==> config.mk <==
export PLATFORM = sky130hd
export DESIGN_NAME = wake_sleep_seq
export DESIGN_NICKNAME = d
export VERILOG_FILES = /design/src/rtl/wss_pkg.sv /design/src/rtl/wss_wake_filter.sv /design/src/rtl/wss_cfg_loader.sv /design/src/rtl/wss_idle_timer.sv /design/src/rtl/wake_sleep_seq.sv
export SDC_FILE = /design/constraint.sdc
export NUM_CORES = 1
export LEC_CHECK = 0
export BUFFER_PORTS_ARGS = -buffer_cell sky130_fd_sc_hd__buf_2
export CAP_MARGIN = 10
export CORE_ASPECT_RATIO = 0.8
export CORE_MARGIN = 2
export CORE_UTILIZATION = 55
export DETAILED_ROUTE_END_ITERATION = 10
export PLACE_DENSITY = 0.77
export SETUP_SLACK_MARGIN = 0.4
export SLEW_MARGIN = 15
export SYNTH_ARGS = -nofsm -noshare
export SYNTH_HDL_FRONTEND = slang
export SYNTH_HIERARCHICAL = 1
export SYNTH_SLANG_ARGS = --single-unit
==> constraint.sdc <==
create_clock -name clk -period 6.4 [get_ports clk]
set_input_delay 0.32 -clock clk [delete_from_list [all_inputs] [get_ports clk]]
set_output_delay 0.32 -clock clk [all_outputs]
set_load 0.05 [all_outputs]
==> src/rtl/wss_pkg.sv <==
package wss_pkg;

  typedef enum logic [2:0] {
    ST_SLEEP  = 3'd0,
    ST_RESET  = 3'd1,
    ST_LOAD   = 3'd2,
    ST_READY  = 3'd3,
    ST_ACTIVE = 3'd4
  } wss_state_e;

  localparam int unsigned RDY_NUM = 1391;
  localparam int unsigned RDY_DEN = 1000;

  // bit-time in cycles for a speed code: base period halved per code step
  function automatic int unsigned bit_time_cyc(input logic [1:0] code,
                                               input int unsigned base);
    return base >> code;
  endfunction

  // ready pulse length: 1.391 bit-times, rounded down
  function automatic int unsigned ready_cyc(input int unsigned bt);
    return (bt * RDY_NUM) / RDY_DEN;
  endfunction

endpackage

==> src/rtl/wss_wake_filter.sv <==
module wss_wake_filter #(
  parameter int unsigned DGL_CYC = 200
) (
  input  logic clk,
  input  logic rst_n,
  input  logic armed,
  input  logic bus_in,
  output logic wake
);
  localparam int unsigned LW = $clog2(DGL_CYC + 1);

  logic [LW-1:0] lo_cnt;

  assign wake = armed && !bus_in && (lo_cnt == LW'(DGL_CYC - 1));

  always_ff @(posedge clk or negedge rst_n) begin
    if (!rst_n)                         lo_cnt <= '0;
    else if (!armed || bus_in || wake)  lo_cnt <= '0;
    else                                lo_cnt <= lo_cnt + 1'b1;
  end


  lo_bound_chk: assert property (@(posedge clk) disable iff (!rst_n)
    lo_cnt < LW'(DGL_CYC));

endmodule

==> src/rtl/wss_cfg_loader.sv <==
module wss_cfg_loader #(
  parameter int unsigned MEM_AW    = 4,
  parameter int unsigned CFG_ADDR  = 0,
  parameter int unsigned TRIM_ADDR = 1
) (
  input  logic              clk,
  input  logic              rst_n,
  input  logic              en,
  input  logic [7:0]        mem_rdata,
  input  logic              mem_valid,
  output logic              mem_req,
  output logic [MEM_AW-1:0] mem_addr,
  output logic              done,
  output logic [5:0]        dev_addr,
  output logic [1:0]        bus_speed,
  output logic [7:0]        trim
);
  logic second;

  assign mem_req  = en;
  assign mem_addr = second ? MEM_AW'(TRIM_ADDR) : MEM_AW'(CFG_ADDR);
  assign done     = en && mem_valid && second;

  always_ff @(posedge clk or negedge rst_n) begin
    if (!rst_n) begin
      second    <= 1'b0;
      dev_addr  <= '0;
      bus_speed <= '0;
      trim      <= '0;
    end else if (!en) begin
      second <= 1'b0;
    end else if (mem_valid) begin
      if (!second) begin
        dev_addr  <= mem_rdata[7:2];
        bus_speed <= mem_rdata[1:0];
        second    <= 1'b1;
      end else begin
        trim   <= mem_rdata;
        second <= 1'b0;
      end
    end
  end


  cfg_hold_chk: assert property (@(posedge clk) disable iff (!rst_n)
    !en |=> $stable({dev_addr, bus_speed, trim}));

endmodule

==> src/rtl/wss_idle_timer.sv <==
module wss_idle_timer #(
  parameter int unsigned IDLE_CYC = 1000
) (
  input  logic clk,
  input  logic rst_n,
  input  logic run,
  input  logic act_stb,
  input  logic soft_rst,
  input  logic ctl_we,
  input  logic ctl_aslp_en,
  output logic aslp_en,
  output logic sleep_req
);
  localparam int unsigned IW = $clog2(IDLE_CYC + 1);

  logic [IW-1:0] idle_cnt;

  assign sleep_req = run && aslp_en && !act_stb && (idle_cnt == IW'(IDLE_CYC - 1));

  always_ff @(posedge clk or negedge rst_n) begin
    if (!rst_n)        aslp_en <= 1'b1;
    else if (soft_rst) aslp_en <= 1'b1;
    else if (ctl_we)   aslp_en <= ctl_aslp_en;
  end

  always_ff @(posedge clk or negedge rst_n) begin
    if (!rst_n)                                        idle_cnt <= '0;
    else if (!run || act_stb || !aslp_en || sleep_req) idle_cnt <= '0;
    else                                               idle_cnt <= idle_cnt + 1'b1;
  end


  idle_bound_chk: assert property (@(posedge clk) disable iff (!rst_n)
    idle_cnt < IW'(IDLE_CYC));


  soft_set_chk: assert property (@(posedge clk) disable iff (!rst_n)
    soft_rst |=> aslp_en);

endmodule

==> src/rtl/wake_sleep_seq.sv <==
module wake_sleep_seq
  import wss_pkg::*;
#(
  parameter int unsigned CYC_PER_US = 10,
  parameter int unsigned DGL_US     = 20,
  parameter int unsigned RST_US     = 20,
  parameter int unsigned BASE_BT_US = 80,
  parameter int unsigned IDLE_US    = 1000000,
  parameter int unsigned MEM_AW     = 4,
  parameter int unsigned CFG_ADDR   = 0,
  parameter int unsigned TRIM_ADDR  = 1
) (
  input  logic              clk,
  input  logic              rst_n,
  input  logic              soft_rst,
  input  logic              ctl_we,
  input  logic              ctl_aslp_en,
  input  logic              bus_in,
  input  logic              act_stb,
  input  logic [7:0]        mem_rdata,
  input  logic              mem_valid,
  output logic              mem_req,
  output logic [MEM_AW-1:0] mem_addr,
  output logic              bus_drive_low,
  output logic              rx_low,
  output logic              core_rst_n,
  output logic [5:0]        dev_addr,
  output logic [1:0]        bus_speed,
  output logic [7:0]        trim,
  output logic [2:0]        state
);
  localparam int unsigned DGL_CYC     = DGL_US * CYC_PER_US;
  localparam int unsigned RST_CYC     = RST_US * CYC_PER_US;
  localparam int unsigned BASE_BT_CYC = BASE_BT_US * CYC_PER_US;
  localparam int unsigned IDLE_CYC    = IDLE_US * CYC_PER_US;
  localparam int unsigned RDY_MAX     = ready_cyc(BASE_BT_CYC);
  localparam int unsigned PH_MAX      = (RDY_MAX > RST_CYC) ? RDY_MAX : RST_CYC;
  localparam int unsigned PH_W        = $clog2(PH_MAX + 1);

  wss_state_e  state_q;
  logic [PH_W-1:0] ph_cnt;

  // named internal events
  logic        wake;
  logic        load_done;
  logic        sleep_req;
  logic        aslp_en;
  logic [31:0] rdy_len;
  logic        rst_last;
  logic        rdy_last;

  assign rdy_len  = ready_cyc(bit_time_cyc(bus_speed, BASE_BT_CYC));
  assign rst_last = (ph_cnt == PH_W'(RST_CYC - 1));
  assign rdy_last = (32'(ph_cnt) == rdy_len - 32'd1);

  wss_wake_filter #(.DGL_CYC(DGL_CYC)) u_wake (
    .clk    (clk),
    .rst_n  (rst_n),
    .armed  (state_q == ST_SLEEP),
    .bus_in (bus_in),
    .wake   (wake)
  );

  wss_cfg_loader #(
    .MEM_AW   (MEM_AW),
    .CFG_ADDR (CFG_ADDR),
    .TRIM_ADDR(TRIM_ADDR)
  ) u_load (
    .clk      (clk),
    .rst_n    (rst_n),
    .en       (state_q == ST_LOAD),
    .mem_rdata(mem_rdata),
    .mem_valid(mem_valid),
    .mem_req  (mem_req),
    .mem_addr (mem_addr),
    .done     (load_done),
    .dev_addr (dev_addr),
    .bus_speed(bus_speed),
    .trim     (trim)
  );

  wss_idle_timer #(.IDLE_CYC(IDLE_CYC)) u_idle (
    .clk        (clk),
    .rst_n      (rst_n),
    .run        (state_q == ST_ACTIVE),
    .act_stb    (act_stb),
    .soft_rst   (soft_rst),
    .ctl_we     (ctl_we),
    .ctl_aslp_en(ctl_aslp_en),
    .aslp_en    (aslp_en),
    .sleep_req  (sleep_req)
  );

  always_ff @(posedge clk or negedge rst_n) begin
    if (!rst_n) begin
      state_q <= ST_SLEEP;
      ph_cnt  <= '0;
    end else begin
      case (state_q)
        ST_SLEEP: begin
          ph_cnt <= '0;
          if (wake) state_q <= ST_RESET;
        end
        ST_RESET: begin
          if (rst_last) begin
            state_q <= ST_LOAD;
            ph_cnt  <= '0;
          end else begin
            ph_cnt <= ph_cnt + 1'b1;
          end
        end
        ST_LOAD: begin
          ph_cnt <= '0;
          if (load_done) state_q <= ST_READY;
        end
        ST_READY: begin
          if (rdy_last) begin
            state_q <= ST_ACTIVE;
            ph_cnt  <= '0;
          end else begin
            ph_cnt <= ph_cnt + 1'b1;
          end
        end
        ST_ACTIVE: begin
          ph_cnt <= '0;
          if (sleep_req) state_q <= ST_SLEEP;
        end
        default: begin
          state_q <= ST_SLEEP;
          ph_cnt  <= '0;
        end
      endcase
    end
  end

  assign state         = state_q;
  assign core_rst_n    = (state_q != ST_SLEEP) && (state_q != ST_RESET);
  assign bus_drive_low = (state_q == ST_READY);
  assign rx_low        = (state_q == ST_ACTIVE) && !bus_in;


  wake_src_chk: assert property (@(posedge clk) disable iff (!rst_n)
    (state_q == ST_RESET && $past(state_q) != ST_RESET) |-> $past(state_q) == ST_SLEEP);


  reset_len_chk: assert property (@(posedge clk) disable iff (!rst_n)
    (state_q == ST_RESET) |-> (ph_cnt < PH_W'(RST_CYC)));


  ready_src_chk: assert property (@(posedge clk) disable iff (!rst_n)
    $rose(bus_drive_low) |-> $past(state_q) == ST_LOAD);


  sleep_needs_en_chk: assert property (@(posedge clk) disable iff (!rst_n)
    (state_q == ST_SLEEP && $past(state_q) == ST_ACTIVE) |-> $past(aslp_en));


  active_stays_chk: assert property (@(posedge clk) disable iff (!rst_n)
    (state_q == ST_ACTIVE) |=> (state_q == ST_ACTIVE || state_q == ST_SLEEP));

endmodule

[Word-level counts from Yosys, hierarchy flattened]
Cells that the tools add are included.
Operators by class
  shift-type cells: 1
  bitwise operators: 1
  $add $sub $neg: 4
  equal/unequal tests: 15
  divide/modulo/power cells: 1
  mux-type cells: 17
  multiply operators: 1
  reductions and logical operators: 25
Operators by type and width (count)
  $div A32 B10 Y32 const B: 1
  $eq A11 B32 Y1: 1
  $mul A32 B11 Y32 const B: 1
  $shr A10 B2 Y32 const A: 1
  $sub A32 B1 Y32 const B: 1
  $add A24 B1 Y24 const B: 1
  $eq A24 B24 Y1 const B: 1
  $mux W24: 1
  $mux W11: 2
  $pmux W11 S2: 1
  $mux W3: 5
  $pmux W3 S5: 1
  $add A11 B1 Y11 const B: 1
  $eq A11 B8 Y1 const B: 1
  $ne A2 B2 Y1 const B: 5
  $logic_and A1 B1 Y1: 9
  $add A8 B1 Y8 const B: 1
  $eq A8 B8 Y1 const B: 1
  $mux W8: 1
  $eq A3 B2 Y1 const B: 2
  $mux W1: 6
  $reduce_and A3 Y1: 2
  $logic_not A1 Y1: 5
  $logic_or A1 B1 Y1: 5
  other kinds (9): 9
Storage, ports and cells
  output and inout port bits: 27
  logic and storage cells: 74
  input bits: 16
  register bits: 64

[Logic depth before layout (Yosys ltp)]
  depth after elaboration: 7
  gate-level depth with buffers: 25
  gate-level depth less buffers: 23

[Cells and area by module]
The synthesis kept the hierarchy.
By module, submodules not included
  wake_sleep_seq: cells an instance 212, area an instance 1732.9 um^2, instances 1, seq. area each 350.3 um^2
  wss_idle_timer: cells an instance 138, area an instance 1310.0 um^2, instances 1, seq. area each 626.9 um^2
  wss_cfg_loader: cells an instance 44, area an instance 703.2 um^2, instances 1, seq. area each 425.4 um^2
  wss_wake_filter: cells an instance 40, area an instance 432.9 um^2, instances 1, seq. area each 200.2 um^2

[Least setup slack after synthesis]
OpenSTA, ideal clock, no wires.
  path kind: register to register
  start: register u_load.bus_speed[1]
  end: register ph_cnt[3]
  required time: 6.261 ns
  slack: 1.572 ns
  period minus slack after synthesis: 4.828 ns
  setup time: 0.139 ns
  buffers on the path: 2
  arrival time: 4.690 ns
  stages on the path, launching flop included: 25
  cells stage by stage: dfrtp_1 inv_1 ha_1 buf_2 xor2_1 xnor2_1 a211oi_1 nor2b_1 ha_1 ha_1 o21ai_0 nand2_1 or4_4 nand2_1 nand2_1 nand2_1 nand2_1 ha_1 o2111ai_1 nor4_1 o21ai_1 a2111o_1 a21boi_2 buf_6 nor3_1
Between the ends
  word-level cells in the longest chain between the ends: 7
RTL lines
  start, declared: RTL line wss_cfg_loader.sv:15  | output logic [1:0] bus_speed,
  start signal, assigned: RTL line wss_cfg_loader.sv:35  | bus_speed <= mem_rdata[1:0];
  $shr A10 B2 Y32: RTL line wss_pkg.sv:17  | return base >> code;
  $mul A32 B11 Y32: RTL line wss_pkg.sv:22  | return (bt * RDY_NUM) / RDY_DEN;
  $div A32 B10 Y32: RTL line wss_pkg.sv:22
  $sub A32 B1 Y32: RTL line wake_sleep_seq.sv:54  | assign rdy_last = (32'(ph_cnt) == rdy_len - 32'd1);
  $eq A11 B32 Y1: RTL line wake_sleep_seq.sv:54
  $mux W11: RTL line wake_sleep_seq.sv:117  | if (rdy_last) begin
  $pmux W11 S2: RTL line wake_sleep_seq.sv:99  | case (state_q)
  end signal, assigned: RTL line wake_sleep_seq.sv:109  | ph_cnt <= ph_cnt + 1'b1;
  end signal, assigned: RTL line wake_sleep_seq.sv:121  | ph_cnt <= ph_cnt + 1'b1;
  end, declared: RTL line wake_sleep_seq.sv:41  | logic [PH_W-1:0] ph_cnt;
No other way between the ends.
A chain may end at the register's enable or synchronous reset.

[Worst setup path in the final report]
  start: register u_load.bus_speed[0]
  end: register ph_cnt[4]
Same word-level chain as after synthesis.

==> reports/summary.json <==
{
  "area_growth_synth_to_finish_pct": 11.0,
  "max_slew.worst_pin.slew_ns": 0.800,
  "largest_voltage_drop_on_the_vdd_net_v": 0.000131,
  "timing.reg2reg.setup_slack_ns": 1.27,
  "grt_setup_unrepaired": "false",
  "antenna_violating_nets_post_route": 0,
  "grt_antenna_before_repair": 0,
  "post_cts_hold_buffer_count": 0,
  "cp_data_arrival_time_ns": 5.32,
  "post_cts.repair.setup_buffers": 0,
  "worst_setup_path_end_kind": "flop",
  "crit-reg2reg-launch": "u_load/bus_speed[0]",
  "finalSetupTns_ns": 0,
  "drv.max_cap_violation_count": 0,
  "power_density_nw_per_um2": 181,
  "final-seq-area_um2": 1600,
  "yosys_most_used_dff": "sky130_fd_sc_hd__dfrtp_1",
  "grt_first_pass_wirelength_um": 15100,
  "worst_reg_to_reg_path_cell_count": 21,
  "drt_first_iter_violations": 174,
  "cts-buffers-inserted": 9,
  "die_x_extent_um": 101,
  "intPower_mw": 0.671,
  "crit-reg2reg-capture": "ph_cnt[4]",
  "globalRouteOverflowTotal": 0,
  "crit_start": "u_load/bus_speed[0]",
  "synth_edf_count": 0,
  "setup_violations": 0,
  "diodes": 0,
  "worstSkewPairLatency_ns": 0.34,
  "power_frac_seq_pct": 48.3,
  "final_slew_violations": 0,
  "outcome": "finished, final reports clean",
  "post_synth_num_cell_types": 67,
  "cts_buffer_depth": 2,
  "dp_hpwl_um": 6220,
  "critical_path_required_ns": 6.59,
  "multi_input_area_um2": 2390,
  "startpoint_type": "flop",
  "finalNetCount": 514,
  "clock-sinks": 64,
  "die_area_um2": 8320,
  "layout_common_cells": "sky130_fd_sc_hd__dfrtp_1, sky130_fd_sc_hd__buf_2, sky130_fd_sc_hd__nor2_1",
  "finalCritPeriodShare_pct": 80.1,
  "cts.htree.levels": 3,
  "grt_start_max_net_pins": 65,
  "postSynthRegisterBits": 64,
  "placement_rows": 28,
  "clkPwrFrac_pct": 49.2,
  "syn_inst": 434,
  "first_global_vias": 3173,
  "cp-endpoint": "ph_cnt[4]",
  "post_drt_via_cell_ratio": 5.70,
  "floorplan.core_area_um2": 7390,
  "final_layout_size_suffix_gt1_share_pct": 20.8,
  "io_pins": 43,
  "finalPower_mw": 0.839,
  "avgRoutedWirePerCell_um": 15.3,
  "hold_path_class": "in2async",
  "synthArstFlopShare_pct": 100,
  "final_common_cell": "sky130_fd_sc_hd__dfrtp_1",
  "combinationalPowerShare_pct": 2.5,
  "post-route-min-period_ns": 5.13,
  "swShare_pct": 20.1,
  "fin_skew_ns": 0.00694,
  "synth.avg_cell_area_um2": 9.63,
  "fillers": 600,
  "globalRouteTotalUtil_pct": 23.2,
  "first_pass_iters": 4,
  "clk_pin_slew_worst_paths_ns": 0.07,
  "yosysSeqAreaShare_pct": 38.4,
  "synthesis.area_um2": 4180,
  "vias": 3283,
  "hold_viol": 0,
  "cts_tree": "built",
  "cts.repair.resized": 0,
  "finalWeightedCongestion": 0.843,
  "p_leak_nw": 2.09,
  "totalWireLength_um": 8800,
  "die_h_um": 82.0,
  "buffer_ports.inserted": 39,
  "clk_root_buffer_cell": "sky130_fd_sc_hd__clkbuf_8",
  "power.switching_mw": 0.168,
  "start_util_pct": 56.5,
  "fmax_mhz": 195,
  "drt_drc_violations_left": 0,
  "yosysWarningCount": 6,
  "timing.max_slew.rel_slack_pct": 46.6,
  "worst-setup-path-type": "reg2reg",
  "path_max_fanout": 14
}
==> synth_stat cells, types with 2 or more instances <==
master                       n  share of area [%]
sky130_fd_sc_hd__a211o_1     2               0.42
sky130_fd_sc_hd__a21oi_1    18                2.2
sky130_fd_sc_hd__a31oi_1     3               0.45
sky130_fd_sc_hd__a32o_1      2               0.48
sky130_fd_sc_hd__and2_1      9                1.3
sky130_fd_sc_hd__and3_1      3               0.45
sky130_fd_sc_hd__and4_1      2               0.42
sky130_fd_sc_hd__buf_2       3               0.36
sky130_fd_sc_hd__buf_4       5               0.90
sky130_fd_sc_hd__buf_6       3               0.81
sky130_fd_sc_hd__clkbuf_1    9               0.81
sky130_fd_sc_hd__conb_1      2               0.18
sky130_fd_sc_hd__dfrtp_1    63                 38
sky130_fd_sc_hd__ha_1       31                9.3
sky130_fd_sc_hd__inv_1      19                1.7
sky130_fd_sc_hd__mux2_2     19                5.1
sky130_fd_sc_hd__mux2i_1     2               0.48
sky130_fd_sc_hd__nand2_1    29                2.6
sky130_fd_sc_hd__nand2b_1    5               0.75
sky130_fd_sc_hd__nand3_1    17                2.0
sky130_fd_sc_hd__nand4_1     8                1.2
sky130_fd_sc_hd__nand4b_1    2               0.42
sky130_fd_sc_hd__nor2_1     33                3.0
sky130_fd_sc_hd__nor2b_1    10                1.5
sky130_fd_sc_hd__nor3_1     20                2.4
sky130_fd_sc_hd__nor3_2      2               0.48
sky130_fd_sc_hd__nor3b_1     4               0.72
sky130_fd_sc_hd__nor4_1      7                1.0
sky130_fd_sc_hd__o2111ai_1   2               0.42
sky130_fd_sc_hd__o211ai_1    3               0.54
sky130_fd_sc_hd__o21ai_0    13                1.6
sky130_fd_sc_hd__o31ai_1     3               0.54
sky130_fd_sc_hd__or2_2       3               0.45
sky130_fd_sc_hd__or3_1      10                1.5
sky130_fd_sc_hd__or3_2       2               0.36
sky130_fd_sc_hd__or4_1       4               0.72
sky130_fd_sc_hd__or4_4       3               0.81
sky130_fd_sc_hd__xnor2_1    20                4.2
sky130_fd_sc_hd__xor2_1     11                2.3
==> worst min-delay path by stage <==
stage	endpoint	depth (start not counted)	slack, ns	from
detailed placement	u_wake/lo_cnt[0]	1	0.48	u_wake/lo_cnt[0]
floorplan	ph_cnt[0]	0	0.02	rst_n
CTS	u_idle/aslp_en	2	0.16	soft_rst
global placement	u_wake/lo_cnt[0]	1	0.47	u_wake/lo_cnt[0]
global route	u_idle/aslp_en	2	0.17	soft_rst
finish	ph_cnt[10]	2	0.14	rst_n
==> flip-flops by register name, indices dropped and copies added, names as in the netlist <==
register,count
state,3
u_load/trim,8
u_wake/lo_cnt,8
u_load/second,1
ph_cnt,11
u_idle/aslp_en,1
u_load/dev_addr,6
u_load/bus_speed,2
u_idle/idle_cnt,24
==> through the flow <==
step	std cells	cell area [um^2]	utilization (%)	setup slack (ns)	hold slack (ns)
global route	576	4640	62.8	0.879	0.168
finish	576	4640	62.8	1.27	0.142
floorplan	436	4190	-	1.57	0.0244
detailed placement	561	4400	59.5	1.34	0.483
global placement	561	4400	59.5	1.58	0.472
CTS	576	4640	62.8	1.31	0.159
==> critical path, stage by stage, from the launching register on <==
cell,delay (ns)
sky130_fd_sc_hd__dfrtp_1,0.45
sky130_fd_sc_hd__inv_1,0.17
sky130_fd_sc_hd__ha_1,0.51
sky130_fd_sc_hd__ha_1,0.33
sky130_fd_sc_hd__ha_1,0.29
sky130_fd_sc_hd__a21oi_1,0.14
sky130_fd_sc_hd__nor2_1,0.05
sky130_fd_sc_hd__ha_1,0.19
sky130_fd_sc_hd__o21ai_0,0.14
sky130_fd_sc_hd__nand2_1,0.10
sky130_fd_sc_hd__or4_4,0.51
sky130_fd_sc_hd__nand2_1,0.08
sky130_fd_sc_hd__nand2_1,0.05
sky130_fd_sc_hd__nand2_1,0.09
sky130_fd_sc_hd__nand2_1,0.06
sky130_fd_sc_hd__ha_1,0.28
sky130_fd_sc_hd__o2111ai_1,0.09
sky130_fd_sc_hd__nor4_1,0.26
sky130_fd_sc_hd__o21ai_1,0.13
sky130_fd_sc_hd__a2111o_1,0.44
sky130_fd_sc_hd__a21boi_2,0.48
sky130_fd_sc_hd__nor3_1,0.12
==> metal layers <==
layer	track usage, %	up-vias	share of wire [%]
li1	-	1598	-
met1	30.7	1572	47
met2	37.2	97	46
met3	5.79	16	5.1
met4	8.11	0	1.6
met5	0	-	0
==> power groups by stage <==
stage	combinational, mW	sequential (mW)	clock (mW)
after global placement	0.0214	0.413	0
after detailed placement	0.0218	0.413	0
after floorplan	0.00841	0.413	0
after CTS	0.0220	0.405	0.419
final	0.0212	0.405	0.413
after global routing	0.0243	0.405	0.435
==> layout make-up <==
type | instances | area share [%]
Multi-Input combinational cell | 333 | 51.6
Sequential cell | 64 | 34.5
Timing Repair Buffer | 40 | 4.37
Clock buffer | 13 | 3.86
Tap cell | 105 | 2.83
Inverter | 19 | 1.54
Clock inverter | 2 | 1.29
==> cells by family (layout without fill, tap and decap cells) <==
group / count (synthesis) / after routing / synth area share, %
other cells: 2 / 4 / 0.180
buf+inv: 39 / 74 / 4.58
xor+xnor: 31 / 31 / 6.50
fa+ha+maj: 31 / 31 / 9.28
simple gates: 182 / 182 / 24.9
mux: 21 / 21 / 5.60
compound gates: 64 / 64 / 10.7
flops: 64 / 64 / 38.4
Note: power is estimated with default switching activity, not from simulation.
